**src/rtl/sha2x_pkg.sv**
```systemverilog
`timescale 1ns/1ps
package sha2x_pkg;

   localparam int unsigned WORD_W     = 32;
   localparam int unsigned BLK_WORDS  = 16;
   localparam int unsigned NUM_ROUNDS = 64;
   localparam int unsigned KIDX_W     = $clog2(NUM_ROUNDS);

   typedef logic [WORD_W-1:0] word_t;

   // Working variables / chaining state, a in the most significant word
   typedef struct packed {
      word_t a; word_t b; word_t c; word_t d;
      word_t e; word_t f; word_t g; word_t h;
   } vars_t;

   typedef enum logic [2:0] {
      ST_IDLE = 3'd0,
      ST_PREP = 3'd1,
      ST_COMP = 3'd2,
      ST_ACC  = 3'd3,
      ST_DONE = 3'd4
   } phase_e;

   localparam vars_t IV_VARS = '{
      a: 32'h6a09e667, b: 32'hbb67ae85, c: 32'h3c6ef372, d: 32'ha54ff53a,
      e: 32'h510e527f, f: 32'h9b05688c, g: 32'h1f83d9ab, h: 32'h5be0cd19
   };

   localparam word_t KTAB [NUM_ROUNDS] = '{
      32'h428a2f98, 32'h71374491, 32'hb5c0fbcf, 32'he9b5dba5,
      32'h3956c25b, 32'h59f111f1, 32'h923f82a4, 32'hab1c5ed5,
      32'hd807aa98, 32'h12835b01, 32'h243185be, 32'h550c7dc3,
      32'h72be5d74, 32'h80deb1fe, 32'h9bdc06a7, 32'hc19bf174,
      32'he49b69c1, 32'hefbe4786, 32'h0fc19dc6, 32'h240ca1cc,
      32'h2de92c6f, 32'h4a7484aa, 32'h5cb0a9dc, 32'h76f988da,
      32'h983e5152, 32'ha831c66d, 32'hb00327c8, 32'hbf597fc7,
      32'hc6e00bf3, 32'hd5a79147, 32'h06ca6351, 32'h14292967,
      32'h27b70a85, 32'h2e1b2138, 32'h4d2c6dfc, 32'h53380d13,
      32'h650a7354, 32'h766a0abb, 32'h81c2c92e, 32'h92722c85,
      32'ha2bfe8a1, 32'ha81a664b, 32'hc24b8b70, 32'hc76c51a3,
      32'hd192e819, 32'hd6990624, 32'hf40e3585, 32'h106aa070,
      32'h19a4c116, 32'h1e376c08, 32'h2748774c, 32'h34b0bcb5,
      32'h391c0cb3, 32'h4ed8aa4a, 32'h5b9cca4f, 32'h682e6ff3,
      32'h748f82ee, 32'h78a5636f, 32'h84c87814, 32'h8cc70208,
      32'h90befffa, 32'ha4506ceb, 32'hbef9a3f7, 32'hc67178f2
   };

   function automatic word_t rotr(word_t x, int unsigned n);
      return (x >> n) | (x << (WORD_W - n));
   endfunction

   function automatic word_t big_sig0(word_t x);
      return rotr(x, 2) ^ rotr(x, 13) ^ rotr(x, 22);
   endfunction

   function automatic word_t big_sig1(word_t x);
      return rotr(x, 6) ^ rotr(x, 11) ^ rotr(x, 25);
   endfunction

   function automatic word_t sml_sig0(word_t x);
      return rotr(x, 7) ^ rotr(x, 18) ^ (x >> 3);
   endfunction

   function automatic word_t sml_sig1(word_t x);
      return rotr(x, 17) ^ rotr(x, 19) ^ (x >> 10);
   endfunction

   // One compression round; wk is the pre-added schedule word plus constant
   function automatic vars_t round_step(vars_t v, word_t wk);
      vars_t r;
      word_t t1;
      word_t t2;
      t1 = v.h + big_sig1(v.e) + ((v.e & v.f) ^ (~v.e & v.g)) + wk;
      t2 = big_sig0(v.a) + ((v.a & v.b) ^ (v.a & v.c) ^ (v.b & v.c));
      r.a = t1 + t2;
      r.b = v.a;
      r.c = v.b;
      r.d = v.c;
      r.e = v.d + t1;
      r.f = v.e;
      r.g = v.f;
      r.h = v.g;
      return r;
   endfunction

   function automatic vars_t add_vars(vars_t x, vars_t y);
      vars_t r;
      r.a = x.a + y.a; r.b = x.b + y.b; r.c = x.c + y.c; r.d = x.d + y.d;
      r.e = x.e + y.e; r.f = x.f + y.f; r.g = x.g + y.g; r.h = x.h + y.h;
      return r;
   endfunction

endpackage

```
**src/rtl/sha2x_msgbuf.sv**
```systemverilog
`timescale 1ns/1ps
// Read-ahead block buffer: collects one full block of words while the
// datapath may still be busy with the previous one.
module sha2x_msgbuf
   import sha2x_pkg::*;
#(
   parameter int unsigned NWORDS = BLK_WORDS
)(
   input  logic        clk,
   input  logic        rst_n,
   input  logic        clr,
   input  logic        word_valid,
   input  word_t       word_in,
   input  logic        last_in,
   input  logic        take,
   output logic        ready,
   output logic        full,
   output logic        blk_last,
   output logic [$clog2(NWORDS+1)-1:0] fill_cnt,
   output word_t       blk [NWORDS]
);

   localparam int unsigned CNT_W = $clog2(NWORDS + 1);
   localparam int unsigned IDX_W = $clog2(NWORDS);
   localparam logic [CNT_W-1:0] CNT_FULL = CNT_W'(NWORDS);
   localparam logic [CNT_W-1:0] CNT_LAST = CNT_W'(NWORDS - 1);

   if (NWORDS < 2) begin : g_chk_words
      $error("sha2x_msgbuf: NWORDS must be at least 2");
   end

   logic [CNT_W-1:0] cnt;
   logic             last_q;
   logic             accept;

   assign full     = (cnt == CNT_FULL);
   assign ready    = !full;
   assign accept   = word_valid && !full;
   assign blk_last = last_q;
   assign fill_cnt = cnt;

   always_ff @(posedge clk or negedge rst_n) begin
      if (!rst_n) begin
         cnt    <= '0;
         last_q <= 1'b0;
      end else if (clr || take) begin
         cnt    <= '0;
      end else if (accept) begin
         cnt <= cnt + 1'b1;
         if (cnt == CNT_LAST) begin
            last_q <= last_in;
         end
      end
   end

   always_ff @(posedge clk) begin
      if (accept) begin
         blk[cnt[IDX_W-1:0]] <= word_in;
      end
   end

endmodule

```
**src/rtl/sha2x_sched.sv**
```systemverilog
`timescale 1ns/1ps
// Message schedule window; produces UNROLL pre-added W+K terms per step,
// registered one cycle ahead of the rounds that consume them.
module sha2x_sched
   import sha2x_pkg::*;
#(
   parameter int unsigned UNROLL = 2
)(
   input  logic              clk,
   input  logic              load,
   input  word_t             blk [BLK_WORDS],
   input  logic              step,
   input  logic [KIDX_W-1:0] kbase,
   output word_t             wk [UNROLL]
);

   if (UNROLL < 1 || UNROLL > 2) begin : g_chk_unroll
      $error("sha2x_sched: UNROLL must be 1 or 2");
   end

   word_t win     [BLK_WORDS];
   word_t nw      [UNROLL];
   word_t wk_nxt  [UNROLL];

   // New words depend only on the current window for UNROLL <= 2
   for (genvar j = 0; j < UNROLL; j++) begin : g_lane
      assign nw[j] = sml_sig1(win[14+j]) + win[9+j] + sml_sig0(win[1+j]) + win[j];
      assign wk_nxt[j] = win[j] + KTAB[kbase + KIDX_W'(j)];
   end

   always_ff @(posedge clk) begin
      if (load) begin
         win <= blk;
      end else if (step) begin
         for (int k = 0; k < int'(BLK_WORDS - UNROLL); k++) begin
            win[k] <= win[k + UNROLL];
         end
         for (int j = 0; j < int'(UNROLL); j++) begin
            win[BLK_WORDS - UNROLL + j] <= nw[j];
            wk[j] <= wk_nxt[j];
         end
      end
   end

endmodule

```
**src/rtl/sha2x_rounds.sv**
```systemverilog
`timescale 1ns/1ps
// Unfolded round datapath: UNROLL rounds chained combinationally.
module sha2x_rounds
   import sha2x_pkg::*;
#(
   parameter int unsigned UNROLL = 2
)(
   input  vars_t v_in,
   input  word_t wk [UNROLL],
   output vars_t v_out
);

   always_comb begin
      v_out = v_in;
      for (int j = 0; j < int'(UNROLL); j++) begin
         v_out = round_step(v_out, wk[j]);
      end
   end

endmodule

```
**src/rtl/sha2x_core.sv**
```systemverilog
`timescale 1ns/1ps
module sha2x_core
   import sha2x_pkg::*;
#(
   parameter int unsigned UNROLL = 2
)(
   input  logic         clk,
   input  logic         rst_n,
   input  logic         init,
   input  logic         word_valid,
   input  logic [31:0]  word_in,
   input  logic         last_in,
   output logic         word_ready,
   output logic         done,
   output logic [255:0] digest
);

   localparam int unsigned STEPS = NUM_ROUNDS / UNROLL;
   localparam int unsigned RC_W  = $clog2(STEPS);
   localparam logic [RC_W-1:0] RC_LAST = RC_W'(STEPS - 1);
   localparam int unsigned CNT_W = $clog2(BLK_WORDS + 1);

   if (UNROLL != 1 && UNROLL != 2) begin : g_chk_unroll
      $error("sha2x_core: UNROLL must be 1 or 2");
   end
   if (NUM_ROUNDS % UNROLL != 0) begin : g_chk_div
      $error("sha2x_core: UNROLL must divide the round count");
   end

   phase_e            st;
   vars_t             hs;
   vars_t             wv;
   vars_t             wv_nxt;
   logic              cur_last;
   logic [RC_W-1:0]   rc;
   logic [KIDX_W-1:0] kbase;
   logic              take;
   logic              buf_full;
   logic              buf_last;
   logic [CNT_W-1:0]  fill_cnt;
   word_t             blk [BLK_WORDS];
   word_t             wk  [UNROLL];

   assign take = buf_full && !init &&
                 ((st == ST_IDLE) || ((st == ST_ACC) && !cur_last));

   // Constant index of the pair needed by the next step
   always_comb begin
      if (st == ST_COMP) begin
         kbase = KIDX_W'((KIDX_W'(rc) + KIDX_W'(1)) * KIDX_W'(UNROLL));
      end else begin
         kbase = '0;
      end
   end

   sha2x_msgbuf #(.NWORDS(BLK_WORDS)) u_buf (
      .clk        (clk),
      .rst_n      (rst_n),
      .clr        (init),
      .word_valid (word_valid),
      .word_in    (word_in),
      .last_in    (last_in),
      .take       (take),
      .ready      (word_ready),
      .full       (buf_full),
      .blk_last   (buf_last),
      .fill_cnt   (fill_cnt),
      .blk        (blk)
   );

   sha2x_sched #(.UNROLL(UNROLL)) u_sched (
      .clk   (clk),
      .load  (take),
      .blk   (blk),
      .step  ((st == ST_PREP) || (st == ST_COMP)),
      .kbase (kbase),
      .wk    (wk)
   );

   sha2x_rounds #(.UNROLL(UNROLL)) u_rounds (
      .v_in  (wv),
      .wk    (wk),
      .v_out (wv_nxt)
   );

   // Sequencer and chaining state
   always_ff @(posedge clk or negedge rst_n) begin
      if (!rst_n) begin
         st       <= ST_IDLE;
         rc       <= '0;
         cur_last <= 1'b0;
         hs       <= IV_VARS;
      end else if (init) begin
         st       <= ST_IDLE;
         rc       <= '0;
         cur_last <= 1'b0;
         hs       <= IV_VARS;
      end else begin
         unique case (st)
            ST_IDLE: begin
               if (take) begin
                  st       <= ST_PREP;
                  cur_last <= buf_last;
               end
            end
            ST_PREP: begin
               st <= ST_COMP;
               rc <= '0;
            end
            ST_COMP: begin
               if (rc == RC_LAST) begin
                  st <= ST_ACC;
               end else begin
                  rc <= rc + 1'b1;
               end
            end
            ST_ACC: begin
               hs <= add_vars(hs, wv);
               if (cur_last) begin
                  st <= ST_DONE;
               end else if (take) begin
                  st       <= ST_PREP;
                  cur_last <= buf_last;
               end else begin
                  st <= ST_IDLE;
               end
            end
            ST_DONE: st <= ST_DONE;
            default: st <= ST_IDLE;
         endcase
      end
   end

   // Working variables: seeded from the chaining state, then unfolded rounds
   always_ff @(posedge clk) begin
      if (st == ST_PREP) begin
         wv <= hs;
      end else if (st == ST_COMP) begin
         wv <= wv_nxt;
      end
   end

   assign done   = (st == ST_DONE);
   assign digest = hs;

endmodule

```
**config.mk**
```make
export PLATFORM = sky130hd
export DESIGN_NAME = sha2x_core
export DESIGN_NICKNAME = d
export VERILOG_FILES = /design/src/rtl/sha2x_pkg.sv /design/src/rtl/sha2x_msgbuf.sv /design/src/rtl/sha2x_sched.sv /design/src/rtl/sha2x_rounds.sv /design/src/rtl/sha2x_core.sv
export SDC_FILE = /design/constraint.sdc
export NUM_CORES = 2
export LEC_CHECK = 0
export BUFFER_PORTS_ARGS = -buffer_cell sky130_fd_sc_hd__buf_2
export CAP_MARGIN = 25
export CELL_PAD_IN_SITES_DETAIL_PLACEMENT = 0
export CELL_PAD_IN_SITES_GLOBAL_PLACEMENT = 1
export CORE_MARGIN = 2
export CORE_UTILIZATION = 45
export DETAILED_ROUTE_END_ITERATION = 16
export GPL_TIMING_DRIVEN = 1
export PLACE_DENSITY_LB_ADDON = 0.1
export SETUP_SLACK_MARGIN = 0.1
export SYNTH_ARGS = -nofsm -noshare
export SYNTH_HDL_FRONTEND = slang
export SYNTH_SLANG_ARGS = --single-unit
```
**constraint.sdc**
```tcl
create_clock -name clk -period 34.6 [get_ports clk]
set_clock_uncertainty 0.05 [all_clocks]
set_input_delay 3.46 -clock clk [delete_from_list [all_inputs] [get_ports clk]]
set_output_delay 3.46 -clock clk [all_outputs]
set_load 0.005 [all_outputs]
```
# --- Word-level counts from Yosys, hierarchy flattened ---
# Memory sizes are Yosys's and may differ from the RTL's.
# Cells that the tools add are included.
word_totals:
  register_bits: 1615
  mem_bits_ro: 4096
  input_bits: 37
  out_inout_bits: 258
  n_memories: 2
op_classes:
  n_addsub: 32
  magnitude_cmp: 4
  eq_ne: 10
  mux: 30
  n_bitwise: 58
  reduce_logical: 23
mem_list:
  columns: ["name", "depth", "width", "read_ports", "rd_ports_with_merged_regs", "wr", "line_no", "source"]
  rows:
  - ["(no name shown)", 64, 32, 1, 0, 0, "sha2x_sched.sv:28", "assign wk_nxt[j] = win[j] + KTAB[kbase + KIDX_W'(j)];"]
  - ["(no name shown)", 64, 32, 1, 0, 0, "sha2x_sched.sv:28", null]
op_table:
  columns: ["cell", "count"]
  rows:
  - ["$mux 256", 4]
  - ["$mux 512", 2]
  - ["$add 32x32->32", 28]
  - ["$xor 32x32->32", 18]
  - ["$bwmux 512", 1]
  - ["$and 32x32->32", 9]
  - ["$mux 32", 5]
  - ["$demux 32 s4", 1]
  - ["$not 32->32", 2]
  - ["$or 10x32->32", 2]
  - ["$or 13x32->32", 2]
  - ["$or 14x32->32", 2]
  - ["$or 15x32->32", 2]
  - ["$or 19x32->32", 2]
  - ["$or 21x32->32", 2]
  - ["$or 25x32->32", 2]
  - ["$or 26x32->32", 2]
  - ["$or 30x32->32", 2]
  - ["$or 7x32->32", 2]
  - ["$xor 32x22->32", 2]
  - ["$xor 32x29->32", 2]
  - ["$mux 5", 4]
  - ["$add 5x1->5 const B", 3]
  - ["$pmux 3 s5", 1]
  - ["other kinds (27)", 55]

# --- Depth between registers and ports, before layout ---
logic_depth:
  ltp_word: 16
  depth_mapped: 60

# --- Hierarchy ---
# From an unflattened synthesis, not the netlist that was laid out.
unflattened:
  cells_unflattened: 10428
  hier_area_um2: 108378.9
modules_own_cells:
  columns: ["mod", "instances", "cells_per_inst", "area_per_inst_um2", "seq_area_each_um2"]
  rows:
  - ["sha2x_sched", 1, 3779, 40706.5, 17296.6]
  - ["sha2x_core", 1, 3719, 33061.7, 14488.9]
  - ["sha2x_rounds", 1, 2354, 18704.2, 0.0]
  - ["sha2x_msgbuf", 1, 576, 15906.5, 15524.9]

# --- Least setup slack after synthesis ---
# Ideal clock, no wire load.
synth_timing:
  path_kind: "register to register"
  start: "register st[1]"
  end: "register u_sched.win[0] (netlist name), enable pin"
  arrival_ns: 12.995
  path_slack_ns: 20.888
  stages_incl_launch_ff: 6
  path_buffers: 2
  period_less_slack_ns: 13.712
  path_cell_list: "dfrtp_1 > clkbuf_1 > or3b_2 > clkbuf_1 > nand2_1 > or2_2"
synth_between:
  word_cells_on_any_way: 9
synth_rtl:
  columns: ["item", "line_no", "source"]
  rows:
  - ["start, declared", "sha2x_core.sv:30", "phase_e st;"]
  - ["start signal, assigned", "sha2x_core.sv:89", "st <= ST_IDLE;"]
  - ["start signal, assigned", "sha2x_core.sv:94", "st <= ST_IDLE;"]
  - ["start signal, assigned", "sha2x_core.sv:102", "st <= ST_PREP;"]
  - ["$eq 3x1->1 / $eq 3x2->1 (equally long branches)", "sha2x_core.sv:75", ".step ((st == ST_PREP) || (st == ST_COMP)),"]
  - ["$logic_or 1x1->1 (*)", "sha2x_core.sv:75", null]
  - ["net u_sched.step", "sha2x_sched.sv:12", "input logic step,"]
  - ["$reduce_bool 2->1 (no line) (*)", null, null]
  - ["end signal, assigned", "sha2x_sched.sv:33", "win <= blk;"]
  - ["end signal, assigned by index", "sha2x_sched.sv:36", "win[k] <= win[k + UNROLL];"]
  - ["end signal, assigned by index", "sha2x_sched.sv:39", "win[BLK_WORDS - UNROLL + j] <= nw[j];"]
  - ["end, declared", "sha2x_sched.sv:21", "word_t win [BLK_WORDS];"]
# Mark *: on every way through the listed nets, which the timed path passes. The rest lies on a longest branch.
# A chain may end at the register's enable or synchronous reset.

# --- Final worst setup path ---
layout_timing:
  start: "register wv[98] (netlist name)"
  end: "register wv[255] (netlist name), data pin"
layout_between:
  elab_chain_cells: 16
  word_cells_on_any_way: 39
layout_lines:
  columns: ["item", "line_no", "source"]
  rows:
  - ["start, declared", "sha2x_core.sv:32", "vars_t wv;"]
  - ["start signal, assigned", "sha2x_core.sv:137", "wv <= hs;"]
  - ["start signal, assigned", "sha2x_core.sv:139", "wv <= wv_nxt;"]
  - ["$or 21x32->32 / $or 26x32->32 (equally long branches)", "sha2x_pkg.sv:50", "return (x >> n) | (x << (WORD_W - n));"]
  - ["$xor 32x32->32 (2 in a row)", "sha2x_pkg.sv:58", "return rotr(x, 6) ^ rotr(x, 11) ^ rotr(x, 25);"]
  - ["$add 32x32->32 (3 in a row)", "sha2x_pkg.sv:74", "t1 = v.h + big_sig1(v.e) + ((v.e & v.f) ^ (~v.e & v.g)) + wk;"]
  - ["$add 32x32->32", "sha2x_pkg.sv:80", "r.e = v.d + t1;"]
  - ["$or 21x32->32 / $or 26x32->32 (equally long branches)", "sha2x_pkg.sv:50", null]
  - ["$xor 32x32->32 (2 in a row)", "sha2x_pkg.sv:58", null]
  - ["$add 32x32->32 (3 in a row)", "sha2x_pkg.sv:74", null]
  - ["$add 32x32->32 (*)", "sha2x_pkg.sv:76", "r.a = t1 + t2;"]
  - ["$mux 256 (*)", "sha2x_core.sv:138", "end else if (st == ST_COMP) begin"]
  - ["$mux 256 (*)", "sha2x_core.sv:136", "if (st == ST_PREP) begin"]
# Every way passes the cells marked *; elsewhere a longest branch is shown, timed or not. The select of a mux whose other input is x is not followed.

==> metrics.md <==
| Metric | Value |
|---|---|
| Worst Setup End Kind | `flop` |
| Ys flop type | `edfxtp_1` |
| Total detailed-routing wirelength | `roughly 390 mm` |
| Synth cell types | `121` |
| Port buffer count | `between 200 and 300` |
| # DRC | `0` |
| Min-Delay Path Class | `reg2reg` |
| Die area | `about 230000 sq um` |
| Post-CTS setup buffer count | `0` |
| Placed cell area | `between 100000 and 150000 sq um` |
| Avg Cell Area, Syn | `roughly 11 sq um` |
| Met2 wire len | `187.5 mm` |
| Total Nets Final | `10410` |
| CP Launch Point | `wv[98]` |
| Post-route ant nets | `0` |
| Routed metal-1 wirelength | `between 150 and 200 mm` |
| First-pass GRT wire length | `between 500 and 600 mm` |
| Fin util | `just over 50%` |
| RR Endpoint | `wv[255]` |
| Share of post-route cells with drive strength above 1 | `15.16%` |
| Top cell by count, worst path | `a21oi_1` |
| Gr usage total | `between 30% and 40%` |
| Finished Cell Area | `around 110000 sq um` |
| Clk root buf | `clkbuf_16` |
| Seq cells post-synth | `1615` |
| Syn Std Cell Area | `101600 sq um` |
| Total core area | `224700 sq um` |
| Die H | `around 480 microns` |
| Clock Tree Buf Depth | `3` |
| Seq/Total Area, Yosys | `between 40% and 50%` |
| H-tree levels | `4` |
| Clock transition at path regs | `~60 ps` |
| Syn_nets | `about 10000` |
| Via count | `between 70000 and 80000` |
| Cell Rows | `~170` |
| CP Data Required Time | `between 30000 and 40000 ps` |
| Crit path capture | `wv[255]` |
| Clock sinks | `1615` |
| Status | `completed` |
| Worst slew margin | `roughly 19%` |
| Fmax | `around 71 MHz` |
| CTS Buf Count | `around 180` |
| RSZ-0062 raised after global routing | `no` |
| CTS tree | `done` |
| Post-CTS sizing | `0` |
| Initial antenna violation count | `27` |
| Worst R2R Path Depth | `57` |
| Flop-to-flop setup slack | `20470 ps` |
| Filler cells | `around 20000` |
| Gr ovfl total | `0` |
| Area growth syn-to-layout | `11.50%` |
| Setup CP Type | `reg2reg` |
| Hold Buf Count CTS | `0` |
| FF-to-FF Start | `wv[98]` |
| Hold Vio Cnt, Final | `0` |
| Largest net degree at the start of global routing | `~160` |
| Top Ports | `295` |
| Initial DRC count | `around 6700` |
| Hpwl dp | `294.7 mm` |
| Commonest non-fill, non-tap cell in the layout | `edfxtp_1` |
| CP max-delay cell | `a21oi_1` |
| Worst skew pair latency | `~900 ps` |
| Crit path arrival time | `14610 ps` |
| Vias in the first global route | `between 70000 and 80000` |
| Routability congestion estimate | `a little under 1` |
| Worst-margin pin slew | `1202 ps` |
| DIE WIDTH | `about 480 microns` |
| Crit path max fanout | `7` |
| Final Setup Violations | `0` |
| Most frequent cells in the layout | `edfxtp_1 (1344), nand2_1 (1197), xnor2_1 (668)` |
| Post-Synthesis Cells | `slightly above 9000` |
| Initial Util | `between 40% and 50%` |
| Crit-path max cell delay | `770 ps` |
| Top sig layer | `met5` |
| Syn. warnings | `0` |
| Met3 wire len | `just over 20 mm` |
| Final min period | `14130 ps` |
| Via density | `between 5 and 6` |
| Crit path launch type | `flop` |
| Final worst-path cycle share | `approximately two fifths` |
| Asr flop ratio synth | `16.78%` |
| DR pass1 iterations | `6` |
| Slew Viols, Final | `0` |
| Setup TNS Final | `0 ps` |
| Post-synth EDFFs | `about 1300` |
| Routed len/inst | `between 30 and 40 microns` |
| Max Cap Viol | `0` |
-- metrics by stage --
step	instances	setup slack, ps	hold slack (ps)
after floorplan	9159	20890	439.9
after global routing	12610	19580	464.9
after detailed placement	12270	20670	453.2
final	12620	20470	448.9
after global placement	12260	20720	449.8
after CTS	12600	20560	444.1
-- routing by layer --
layer	GRT usage [%]	vias up
met2	56.13	2465
met4	15.87	2
met5	0	-
met1	42.29	37030
met3	3.932	659
li1	-	33180
-- sequential cells by signal (all words and copies together) (netlist names) --
register and flops:
u_buf.fill_cnt 5, u_buf.blk 512, digest 256, cur_last 1
st 3, u_sched.win 512, wv 256, u_buf.blk_last 1
u_sched.wk 64, rc 5
-- worst max-delay path: cells and delay by family (launching register included) --
kind                       cells  cell delay (ps)
muxes                          1              260
buffers and inverters          3              220
and+or+nand+nor                8             1710
AOI/OAI and AO/OA             31             6690
xor gates and xnor gates       6             1020
adders and majority gates      8             3250
DFF                            1              580
-- synthesized netlist by cell type, drive strengths merged (56+ instances only) --
cell type | instances | area share (%)
nand2b | 87 | 0.54
edfxtp | 1344 | 40
xor2 | 310 | 2.7
mux2 | 471 | 5.2
nand2 | 1199 | 4.4
xnor2 | 673 | 5.8
nor2 | 371 | 1.4
dfstp | 136 | 3.5
and3 | 58 | 0.36
ha | 584 | 7.2
o21ai | 469 | 2.3
nand3 | 120 | 0.60
a31oi | 56 | 0.37
fa | 324 | 6.4
o21a | 70 | 0.53
o211ai | 109 | 0.81
inv | 569 | 2.1
a21o | 253 | 1.9
clkbuf | 320 | 1.2
nor3 | 122 | 0.61
o21bai | 90 | 0.67
dfrtp | 135 | 3.3
a21oi | 630 | 3.1
-- how the worst min path moves through the flow --
stage / from / endpoint / cells after the start
after floorplan: digest[138] / digest[138] / 2
after global placement: digest[0] / digest[0] / 2
after detailed placement: digest[0] / digest[0] / 2
after CTS: u_buf.blk[464] / u_sched.win[464] / 1
after global routing: u_buf.blk[464] / u_sched.win[464] / 1
final: u_buf.blk[344] / u_sched.win[344] / 1
-- cells by family after synthesis --
family	synth area share [%]
buffers and inverters	3.427
flip-flops	46.57
multiplexers	5.704
AO/OA/AOI/OAI	12.50
XOR/XNOR	8.552
AND/OR/NAND/NOR	9.375
adder cells (fa/ha/maj)	13.87
-- layout make-up --
class                           count  area [sq um]  share of cell area, %
Clock buffer                      235          4949                  4.369
Antenna cell                        8         20.02                0.01767
Multi-Input combinational cell   6626         50960                  44.99
Sequential cell                  1615         47310                  41.77
Inverter                          573          2153                  1.901
Tap cell                         2992          3744                  3.305
Timing Repair Buffer              464          2865                  2.530
Clock inverter                    104          1265                  1.117
Power is not shown: default switching activity piles up to over one toggle a cycle in this logic, so the estimate is an artifact.
